===== config.mk =====
export PLATFORM = sky130hd
export DESIGN_NAME = spi_wel_front
export DESIGN_NICKNAME = d
export VERILOG_FILES = /design/src/rtl/spi_wel_pkg.sv /design/src/rtl/wel_pin_sync.sv /design/src/rtl/wel_frame_shift.sv /design/src/rtl/spi_wel_front.sv
export SDC_FILE = /design/constraint.sdc
export NUM_CORES = 1
export LEC_CHECK = 0
export ABC_AREA = 1
export BUFFER_PORTS_ARGS = -buffer_cell sky130_fd_sc_hd__buf_2
export CAP_MARGIN = 0
export CELL_PAD_IN_SITES_DETAIL_PLACEMENT = 0
export CELL_PAD_IN_SITES_GLOBAL_PLACEMENT = 1
export CORE_ASPECT_RATIO = 2
export CORE_UTILIZATION = 45
export CTS_BUF_LIST = sky130_fd_sc_hd__clkbuf_4 sky130_fd_sc_hd__clkbuf_8
export DETAILED_ROUTE_END_ITERATION = 8
export GPL_TIMING_DRIVEN = 0
export PLACE_DENSITY_LB_ADDON = 0.1
export RECOVER_POWER = 100
export SYNTH_ARGS = -nofsm -noshare
export SYNTH_HDL_FRONTEND = slang
export SYNTH_SLANG_ARGS = --single-unit

===== constraint.sdc =====
create_clock -name clk -period 1.42 [get_ports clk]
set_input_delay 0.284 -clock clk [delete_from_list [all_inputs] [get_ports clk]]
set_output_delay 0.284 -clock clk [all_outputs]
set_load 0.1 [all_outputs]

===== src/rtl/spi_wel_pkg.sv =====
package spi_wel_pkg;

    localparam int OP_BITS = 8;
    localparam int CNT_W   = $clog2(OP_BITS);

    typedef enum logic [1:0] {
        ST_IDLE   = 2'd0,
        ST_OPCODE = 2'd1,
        ST_TAIL   = 2'd2
    } wel_state_e;

    typedef enum logic [1:0] {
        FS_ACCEPT  = 2'b00,
        FS_ABORT   = 2'b01,
        FS_UNKNOWN = 2'b10,
        FS_BLOCKED = 2'b11
    } frame_status_e;

    localparam logic [OP_BITS-1:0] OP_LATCH_SET = 8'h06;
    localparam logic [OP_BITS-1:0] OP_LATCH_CLR = 8'h04;

    function automatic logic is_modify_op(input logic [OP_BITS-1:0] op);
        unique case (op)
            8'h02, 8'h20, 8'h52, 8'hD8, 8'h60, 8'hC7, 8'h36,
            8'h39, 8'h33, 8'h34, 8'h9B, 8'h01, 8'h31: return 1'b1;
            default:                                   return 1'b0;
        endcase
    endfunction

endpackage


===== src/rtl/wel_pin_sync.sv =====
module wel_pin_sync #(
    parameter int               WIDTH  = 3,
    parameter int               STAGES = 2,
    parameter logic [WIDTH-1:0] RST_VAL = '0
) (
    input  logic             clk,
    input  logic             rst_n,
    input  logic [WIDTH-1:0] pins,
    output logic [WIDTH-1:0] level,
    output logic [WIDTH-1:0] rise,
    output logic [WIDTH-1:0] fall
);
    logic [WIDTH-1:0] chain [STAGES];
    logic [WIDTH-1:0] prev;

    genvar g;
    generate
        for (g = 0; g < STAGES; g++) begin : g_stage
            if (g == 0) begin : g_first
                always_ff @(posedge clk or negedge rst_n)
                    if (!rst_n) chain[g] <= RST_VAL;
                    else        chain[g] <= pins;
            end else begin : g_next
                always_ff @(posedge clk or negedge rst_n)
                    if (!rst_n) chain[g] <= RST_VAL;
                    else        chain[g] <= chain[g-1];
            end
        end
    endgenerate

    always_ff @(posedge clk or negedge rst_n)
        if (!rst_n) prev <= RST_VAL;
        else        prev <= chain[STAGES-1];

    assign level = chain[STAGES-1];
    assign rise  = level & ~prev;
    assign fall  = ~level & prev;
endmodule


===== src/rtl/wel_frame_shift.sv =====
module wel_frame_shift
    import spi_wel_pkg::*;
(
    input  logic               clk,
    input  logic               rst_n,
    input  logic               restart,
    input  logic               bit_strobe,
    input  logic               capture,
    input  logic               si_bit,
    output logic [OP_BITS-1:0] opcode,
    output logic [CNT_W-1:0]   bit_cnt,
    output logic               byte_done
);
    always_ff @(posedge clk or negedge rst_n) begin
        if (!rst_n) begin
            opcode  <= '0;
            bit_cnt <= '0;
        end else if (restart) begin
            opcode  <= '0;
            bit_cnt <= '0;
        end else if (bit_strobe) begin
            bit_cnt <= bit_cnt + 1'b1;
            if (capture) opcode <= {opcode[OP_BITS-2:0], si_bit};
        end
    end

    assign byte_done = bit_strobe && capture && (bit_cnt == CNT_W'(OP_BITS-1));
endmodule


===== src/rtl/spi_wel_front.sv =====
module spi_wel_front
    import spi_wel_pkg::*;
#(
    parameter int SYNC_STAGES = 2
) (
    input  logic       clk,
    input  logic       rst_n,
    input  logic       sck,
    input  logic       cs_n,
    input  logic       si,
    output logic       wel,
    output logic       write_inhibit,
    output logic       frame_done,
    output logic [1:0] frame_status
);
    // pin order in the synchroniser bus: {cs_n, sck, si}
    logic [2:0] p_level, p_rise, p_fall;

    wel_pin_sync #(.WIDTH(3), .STAGES(SYNC_STAGES), .RST_VAL(3'b100)) u_sync (
        .clk  (clk),
        .rst_n(rst_n),
        .pins ({cs_n, sck, si}),
        .level(p_level),
        .rise (p_rise),
        .fall (p_fall)
    );

    logic cs_fall, cs_rise, sck_rise, si_s;
    assign cs_fall  = p_fall[2];
    assign cs_rise  = p_rise[2];
    assign sck_rise = p_rise[1];
    assign si_s     = p_level[0];

    wel_state_e state, state_nx;

    logic [OP_BITS-1:0] opcode;
    logic [CNT_W-1:0]   bit_cnt;
    logic               byte_done;

    wel_frame_shift u_shift (
        .clk       (clk),
        .rst_n     (rst_n),
        .restart   (state == ST_IDLE && cs_fall),
        .bit_strobe(sck_rise && state != ST_IDLE),
        .capture   (state == ST_OPCODE),
        .si_bit    (si_s),
        .opcode    (opcode),
        .bit_cnt   (bit_cnt),
        .byte_done (byte_done)
    );

    // state register
    always_ff @(posedge clk or negedge rst_n)
        if (!rst_n) state <= ST_IDLE;
        else        state <= state_nx;

    always_comb begin
        state_nx = state;
        unique case (state)
            ST_IDLE:   if (cs_fall) state_nx = ST_OPCODE;
            ST_OPCODE: if (cs_rise) state_nx = ST_IDLE;
                       else if (byte_done) state_nx = ST_TAIL;
            ST_TAIL:   if (cs_rise) state_nx = ST_IDLE;
            default:   state_nx = ST_IDLE;
        endcase
    end

    // outputs: latch, pulse and verdict
    always_ff @(posedge clk or negedge rst_n) begin
        if (!rst_n) begin
            wel          <= 1'b0;
            frame_done   <= 1'b0;
            frame_status <= FS_ACCEPT;
        end else begin
            frame_done <= 1'b0;
            if (state != ST_IDLE && cs_rise) begin
                frame_done <= 1'b1;
                if (state == ST_OPCODE || bit_cnt != '0) begin
                    frame_status <= FS_ABORT;
                end else if (opcode == OP_LATCH_SET) begin
                    wel          <= 1'b1;
                    frame_status <= FS_ACCEPT;
                end else if (opcode == OP_LATCH_CLR) begin
                    wel          <= 1'b0;
                    frame_status <= FS_ACCEPT;
                end else if (is_modify_op(opcode)) begin
                    frame_status <= wel ? FS_ACCEPT : FS_BLOCKED;
                end else begin
                    frame_status <= FS_UNKNOWN;
                end
            end
        end
    end

    assign write_inhibit = ~wel;
endmodule


==> After elaboration in Yosys (flattened, before gate mapping) <==
Index checks and enable logic that the tools add are counted.
{ "word_totals": {"out_inout_bits": 5, "regBits": 26, "input_bits": 5} }
{ "classes": {"n_addsub": 1, "reduce_logical": 16, "bitwise_logic": 6, "eq_ne": 21, "mux": 23} }
{ "op_table": {"columns": ["op", "n"], "rows": [
  ["$eq A8 B6 Y1 const B", 6],
  ["$eq A8 B8 Y1 const B", 3],
  ["$mux W8", 3],
  ["$mux W2", 9],
  ["$eq A8 B3 Y1 const B", 2],
  ["$eq A8 B7 Y1 const B", 2],
  ["$reduce_or A13 Y1", 1],
  ["$eq A8 B1 Y1 const B", 1],
  ["$eq A8 B2 Y1 const B", 1],
  ["$mux W1", 8],
  ["$reduce_bool A2 Y1", 4],
  ["$and A3 B3 Y3", 2],
  ["$mux W3", 2],
  ["$not A3 Y3", 2],
  ["$pmux W2 S3", 1],
  ["$reduce_and A3 Y1", 2],
  ["$logic_and A1 B1 Y1", 5],
  ["$ne A2 B2 Y1 const B", 2],
  ["$add A3 B1 Y3 const B", 1],
  ["$eq A3 B3 Y1 const B", 1],
  ["$ne A3 B3 Y1 const B", 1],
  ["$reduce_bool A3 Y1", 1],
  ["$eq A2 B1 Y1 const B", 1],
  ["$eq A2 B2 Y1 const B", 1],
  ["other kinds (4)", 5]
]} }

==> Longest topological paths before layout <==
Gate-level depths: netlist of the first run.
{ "logic_depth": {"word_depth": 11, "depth_mapped": 11, "ltp_nobuf": 11} }

==> By module <==
From an unflattened synthesis of the first run, not the netlist that was laid out.
{ "unflattened": {"hier_cells": 201, "hier_area_um2": 1415.1} }
{ "by_module_without_submodules": {"columns": ["mod", "seq_area_each_um2", "instances", "cells_each", "area_per_inst_um2"], "rows": [
  ["wel_frame_shift", 275.3, 1, 70, 563.0],
  ["spi_wel_front", 150.1, 1, 107, 555.5],
  ["wel_pin_sync", 229.0, 1, 24, 296.5]
]} }

==> Least setup slack after synthesis of the first run <==
Ideal clock, no wire load.
{ "synth_path": {"kind": "reg-to-reg", "from": "register wel", "to": "register frame_status[0]", "synth_period_minus_slack_ns": 2.033, "arrival_time_ns": 1.909, "path_stages_with_launch": 4, "path_slack_ns": -0.613, "n_path_buf": 0, "cell_sequence": "dfrtp_1 inv_1 nand2_1 a21oi_2"} }
{ "synth_between": {"elab_chain_len": 5} }
{ "synth_lines": {"columns": ["item", "line_no", "text"], "rows": [
  ["from (decl)", "spi_wel_front.sv:11", "output logic wel,"],
  ["from (signal assigned)", "spi_wel_front.sv:71", "wel <= 1'b0;"],
  ["from (signal assigned)", "spi_wel_front.sv:81", "wel <= 1'b1;"],
  ["from (signal assigned)", "spi_wel_front.sv:84", "wel <= 1'b0;"],
  ["$mux W2", "spi_wel_front.sv:87", "frame_status <= wel ? FS_ACCEPT : FS_BLOCKED;"],
  ["$mux W2", "spi_wel_front.sv:86", "end else if (is_modify_op(opcode)) begin"],
  ["$mux W2", "spi_wel_front.sv:83", "end else if (opcode == OP_LATCH_CLR) begin"],
  ["$mux W2", "spi_wel_front.sv:80", "end else if (opcode == OP_LATCH_SET) begin"],
  ["$mux W2", "spi_wel_front.sv:78", "if (state == ST_OPCODE || bit_cnt != '0) begin"],
  ["to (signal assigned)", "spi_wel_front.sv:87", null],
  ["to (decl)", "spi_wel_front.sv:14", "output logic [1:0] frame_status"]
]} }
Every way passes these cells.
A chain may end at the register's enable or synchronous reset.

==> Worst setup path after layout of the first run <==
{ "layout_path": {"from": "register wel", "to": "output write_inhibit"} }
{ "layout_between": {"elab_chain_len": 1} }
{ "layout_lines": {"columns": ["item", "line_no", "text"], "rows": [
  ["$not A1 Y1", "spi_wel_front.sv:95", "assign write_inhibit = ~wel;"],
  ["to (decl)", "spi_wel_front.sv:12", "output logic write_inhibit,"]
]} }
Every way passes these cells.

==> metrics.txt, run 1 <==
outcome finished with violations; failing checks negative hold slack; Final GP Congestion approximately 0.9; routing usage on met3 3.50%; Area Growth Syn to Fin 20.0%; Seq pwr share around 42%; clk root buf clkbuf_8; CTS max path bufs 2; CTS Buf Count 3; Nets 185; Top FF cell, synth dfrtp_1; Final WS setup around 0.042 ns; most used routing layer in global routing met2; Crit Reg-Reg Startpoint u_sync.prev[2]$_DFF_PN1_; Comb power frac a little under two fifths; reg2reg end state[1]$_DFFE_PN0P_; Iteration-0 DRC Markers 33; pre-CTS setup slack -0.0512 ns; drc violations 0; drt first pass iters 4; gr usage total between 20% and 30%; global-route wire length before repair about 4.3 mm; vias per inst between 5 and 6; vias in the first global route between 1000 and 1500; syn_nets between 150 and 200; Synth area leader dfrtp_1; grt ovf 0; antenna viol nets, final 0; top-level port count 10; via count slightly above 1000; Worst Setup End Kind primary output; Max IR drop VDD approximately 710 uV; Synth area leaders dfrtp_1 (45%), nand2_1 (15%), nor2_1 (7.0%), dfstp_2 (6.4%), inv_1 (4.3%); number of synthesized flops with an enable pin 0; syn avg cell area 7.90 um2; top cell type's share of synthesized area 44.9%; WP data required roughly 1.1 ns; # clock sinks 25; unrepaired setup endpoints after global routing yes; post-layout power slightly above 2000 uW; Post-Route WL 2.65 mm; period utilization between 90 and 100%; mapped cell area around 1200 um2; Async S/R FF share, synth 100%; H-tree depth 1; final hold vios 17; met1 usage a little over a fifth; fin crit period approximately 1.4 ns; Max Cap Viol 0; CORE AREA 2570 um2; clock-pin transition on the worst setup and hold timing paths ~0.090 ns; Worst Skew 0.00655 ns; Lkg Pwr around 0.00075 uW; largest net degree at the start of global routing 26; M2 GR Usage 40.0%; WHS -0.00635 ns; wire length per cell 13.0 um; Port Buffers 9; Synth Instances 155; synth unique cells 19; Hold WC Path Type in -> async; CTS tree yes; Clock Latency Late Sink 0.27 ns; WS Path Type reg -> out; power density cells around 1400 nW/um2; initial antenna violation count 0; Reg2Reg Setup Slack 0.07 ns; filler instances ~250; top cells by count, synth nand2_1 (48), nor2_1 (23), dfrtp_1 (22), inv_1 (14), inv_2 (10); dpl hpwl ~1.9 mm; register bit total from synthesis 25; CP max FO 4; row cnt 26; fin. max-slew vios 0; count leader, synth nand2_1; die area between 2000 and 3000 um2; worst r2r path cells 4; Die Wd 38.9 um; Net Switching about 860 uW; Sw Ratio approximately two fifths; Initial Utilization 47.7%; CP arrival roughly 1.1 ns; Die Height ~76 um; register area share after synthesis approximately half; Slew headroom a little over three fifths; setup violators final 0; slew of the pin with the lowest slew margin between 0.5 and 0.6 ns; antenna cells 0; share of cells above drive strength 1 30.7%; Clk pwr share 20.8%; max frequency 726 MHz; internal power 1200 uW; CP Launch Type register; Synth Warn # 0; Post-CTS Hold Fix Bufs 0
[repair_timing]
item	in CTS	in global routing
hold endpoints to repair	0	0
setup endpoints to repair	3	11
setup buffers	4	4
resized for setup	9	7
pin swaps	4	2
[area by class of cell]
| class | count | area [um2] | area share [%] |
|---|---|---|---|
| tap | 28 | 35.0 | 2.38 |
| multi-input combinational | 106 | 544 | 37.0 |
| sequential | 25 | 634 | 43.1 |
| timing repair buffer | 17 | 114 | 7.74 |
| clock inverter | 1 | 7.51 | 0.511 |
| inverter | 24 | 93.8 | 6.38 |
| clock buffer | 3 | 41.3 | 2.81 |
[stage by stage]
stage / std cells / hold slack [ns] / area (um2) / TNS (ns) / utilization, %
after floorplan: 155 / -0.0116 / 1230 / -0.0867 / -
after global placement: 192 / 0.287 / 1320 / -0.0211 / 51.2
after detailed placement: 192 / 0.303 / 1320 / -0.0512 / 51.2
after CTS: 200 / 0.00487 / 1430 / -0.00906 / 55.6
after global routing: 204 / 0.0236 / 1470 / -0.0403 / 57.2
final: 204 / -0.00635 / 1470 / 0 / 57.2
[critical path, cell delays in order (launching register included)]
cell        delay (ns)
dfrtp_4           0.51
clkinvlp_4        0.09
buf_6             0.22
[registers in the layout (all words and copies together) (netlist names)]
register / cells
state: 2
u_sync.prev: 2
u_sync.level: 3
wel: 1
frame_done: 1
frame_status: 2
u_shift.bit_cnt: 3
u_shift.opcode: 8
u_sync.chain: 3
[how the worst max path moves through the flow]
stage	start	endpoint	cells after the start
2_1_floorplan	wel$_DFFE_PN0P_	frame_status[0]$_DFFE_PN0P_	3
3_3_place_gp	u_sync.level[2]$_DFF_PN1_	wel$_DFFE_PN0P_	8
3_5_place_dp	u_sync.level[2]$_DFF_PN1_	wel$_DFFE_PN0P_	8
4_1_cts	u_shift.bit_cnt[0]$_DFFE_PN0P_	wel$_DFFE_PN0P_	8
5_1_grt	u_shift.bit_cnt[0]$_DFFE_PN0P_	wel$_DFFE_PN0P_	8
6_report	wel$_DFFE_PN0P_	write_inhibit	2
[cells in the final DEF (no fill, tap or decap), types with 2 or more instances in the layout]
cell | netlist | layout
nand2_1 | 48 | 44
nor2_1 | 23 | 21
dfrtp_1 | 22 | 20
inv_1 | 14 | 13
inv_2 | 10 | 10
buf_4 | 0 | 8
o22ai_1 | 7 | 7
nand2_2 | 3 | 6
buf_2 | 0 | 6
nor2_2 | 5 | 5
nand3_1 | 4 | 4
o21ai_0 | 0 | 3
ha_1 | 3 | 3
clkbuf_8 | 0 | 3
dfstp_2 | 3 | 3
clkinvlp_4 | 0 | 2
nor2_4 | 0 | 2
o21ai_1 | 5 | 2
a21oi_1 | 2 | 2
[power groups by stage]
stage / clock (uW) / sequential (uW) / combinational, uW
2_1_floorplan: 0 / 1120 / 314
3_3_place_gp: 0 / 882 / 672
3_5_place_dp: 0 / 887 / 682
4_1_cts: 444 / 877 / 726
5_1_grt: 478 / 889 / 823
6_report: 429 / 873 / 761
[logic make-up (layout without fill, tap and decap cells)]
group | count (synthesis) | after routing | share of synthesized area, %
compound gates | 16 | 16 | 7.66
buf+inv | 24 | 45 | 7.35
simple gates | 87 | 87 | 30.5
flops | 25 | 25 | 51.4
fa+ha+maj | 3 | 3 | 3.06
[metal layers]
metal / part of all wire (%) / vias up
met4: 2.6 / 0
met1: 36 / 480
li1: - / 523
met2: 59 / 23
met5: 0 / -
met3: 1.9 / 8
No activity file was read; power rests on OpenSTA's default activity.
==> run 2, diff against run 1 <==
BUFFER_PORTS_ARGS = default   (was -buffer_cell sky130_fd_sc_hd__buf_2)
CORE_ASPECT_RATIO = default   (was 2)
CORE_UTILIZATION = 48   (was 45)
DONT_BUFFER_PORTS = 1   (was default)
SLEW_MARGIN = 20   (was default)
==> run 2 against run 1 <==
- largest cell class unchanged
- sequential cell count did not move
- power fell by 0.56%
- the run ends with negative setup slack left
- sequential share of layout area fell by 1.8 points
- design area rose by 5.2%
- critical endpoint unchanged
==> metrics.txt, run 2 (synthesized netlist as in run 1, its figures left out) <==
most frequent cells in the layout nand2_1 (38), nor2_1 (18), dfrtp_1 (16); slowest CP cell dfrtp_4; Initial Utilization a little over half; most used routing layer in global routing met2; CP max FO 4; wire length per cell ~13 um; Finished Layout Cells approximately 200; antenna viol nets, final 0; largest net degree at the start of global routing 26; Reg2Reg Setup Slack -0.14 ns; fin crit period ~1.8 ns; CORE AREA around 2300 um2; final hold vios 0; fin. max-slew vios 0; top-level port count 10; routing usage on met3 3.77%; Clock Latency Late Sink 0.33 ns; largest register by flop count u_shift.opcode; dpl hpwl 1.72 mm; Nets around 190; Worst Skew approximately 0.0027 ns; Worst Setup End Kind primary output; CTS tree yes; clk root buf clkbuf_4; unrepaired setup endpoints after global routing yes; global-route wire length before repair a little over 4 mm; WHS Path Cells 0; slew of the pin with the lowest slew margin between 0.5 and 0.6 ns; vias in the first global route around 970; CP max stage delay around 0.67 ns; WP data required 1.14 ns; Die Height 52.5 um; commonest non-fill, non-tap cell in the layout nand2_1; period utilization 128%; Iteration-0 DRC Markers 23; Lkg Pwr roughly 0.00075 uW; worst r2r path cells 3; clock-pin transition on the worst setup and hold timing paths about 0.15 ns; row cnt 17; pre-CTS setup slack -0.110 ns; Port Buffers 0; Critical Path, Cell by Cell clkinvlp_4; CTS Buf Count 3; vias per inst 5.06; CP arrival around 1.5 ns; Hold WC Path Type reg -> reg; setup violators final 5; Max IR drop VDD a little under 1000 uV; # clock sinks 25; critical path's top delay family flip-flops; failing checks negative setup slack; Hold Crit Endpoint u_sync.level[1]$_DFF_PN0_; outcome finished with violations; Final GP Congestion a little under 0.9; met1 usage roughly 25%; reg2reg end frame_status[0]$_DFFE_PN0P_; grt ovf 0; multi-input logic area just under 600 um2; drc violations 0; Area Growth Syn to Fin 26.3%; number of flip-flops in the largest register 8; Final WS setup -0.398 ns; share of cells above drive strength 1 roughly two fifths; drt first pass iters 4; power density cells roughly 1300 nW/um2; Reg area 639 um2; antenna cells 0; max frequency roughly 550 MHz; die area roughly 2800 um2; Worst Hold Launch u_sync.chain[4]$_DFF_PN0_; Die Wd 52.5 um; CTS max path bufs 2; M2 GR Usage 35.7%; post-layout power between 2000 and 2500 uW; via count around 1000; WS Path Type reg -> out; H-tree depth 1; filler instances 199; Bufs and invs on worst path 1; initial antenna violation count 0; Post-Route WL 2.55 mm; Slew headroom 60.2%; Max Cap Viol 0; CP Launch Type register; Crit Reg-Reg Startpoint wel$_DFFE_PN0P_; gr usage total approximately a fifth; Cells after DPL about 180
## run 2: cell types whose count changed in the layout (fill, tap and decap cells not counted), sizes merged
cell / change
buf: -4
dlygate4sd3: +4
clkinv: +1
clkinvlp: -1
## run 2: layer usage
metal	up-vias	routed length [um]
met5	-	0
met4	0	43
met3	5	63
met2	14	1330
met1	483	1120
li1	530	-
## run 2: through the flow
| stage | area [um2] | util [%] | TNS (ns) | hold slack, ns |
|---|---|---|---|---|
| 2_1_floorplan | 1230 | - | -0.0867 | -0.0116 |
| 3_3_place_gp | 1270 | 55.3 | -0.118 | -0.0111 |
| 3_5_place_dp | 1270 | 55.3 | -0.140 | -0.0111 |
| 4_1_cts | 1390 | 60.5 | -0.562 | 0.369 |
| 5_1_grt | 1550 | 67.3 | -1.10 | 0.378 |
| 6_report | 1550 | 67.3 | -0.735 | 0.369 |
## run 2: power by group
part,leakage [uW],switching [uW],internal (uW)
Clock,0.0000183,239,115
Sequential,0.000308,311,809
Combinational,0.000426,346,230
Total,0.000752,897,1150
## run 2: worst max-delay path by stage
stage | end | start | slack [ns] | depth (start not counted)
floorplan | frame_status[0]$_DFFE_PN0P_ | wel$_DFFE_PN0P_ | -0.08 | 3
global placement | frame_status[0]$_DFFE_PN0P_ | wel$_DFFE_PN0P_ | -0.10 | 3
detailed placement | frame_status[0]$_DFFE_PN0P_ | wel$_DFFE_PN0P_ | -0.11 | 3
CTS | write_inhibit | wel$_DFFE_PN0P_ | -0.41 | 1
global route | write_inhibit | wel$_DFFE_PN0P_ | -0.43 | 1
finish | write_inhibit | wel$_DFFE_PN0P_ | -0.40 | 1
## run 2: area by class of cell
class	count	area share (%)
multi-input combinational	106	38.3
clock inverter	1	0.566
sequential	25	41.3
timing repair buffer	17	9.79
clock buffer	3	1.46
inverter	24	6.23
tap	28	2.27
## run 2: repair_timing
action                                  4_1_cts  5_1_grt
gates resized for setup                       9       26
hold buffers                                  4        1
endpoints found under the setup margin        6       13
hold endpoints to repair                     28       22
pin swaps                                     4       16
setup buffers                                 3        9
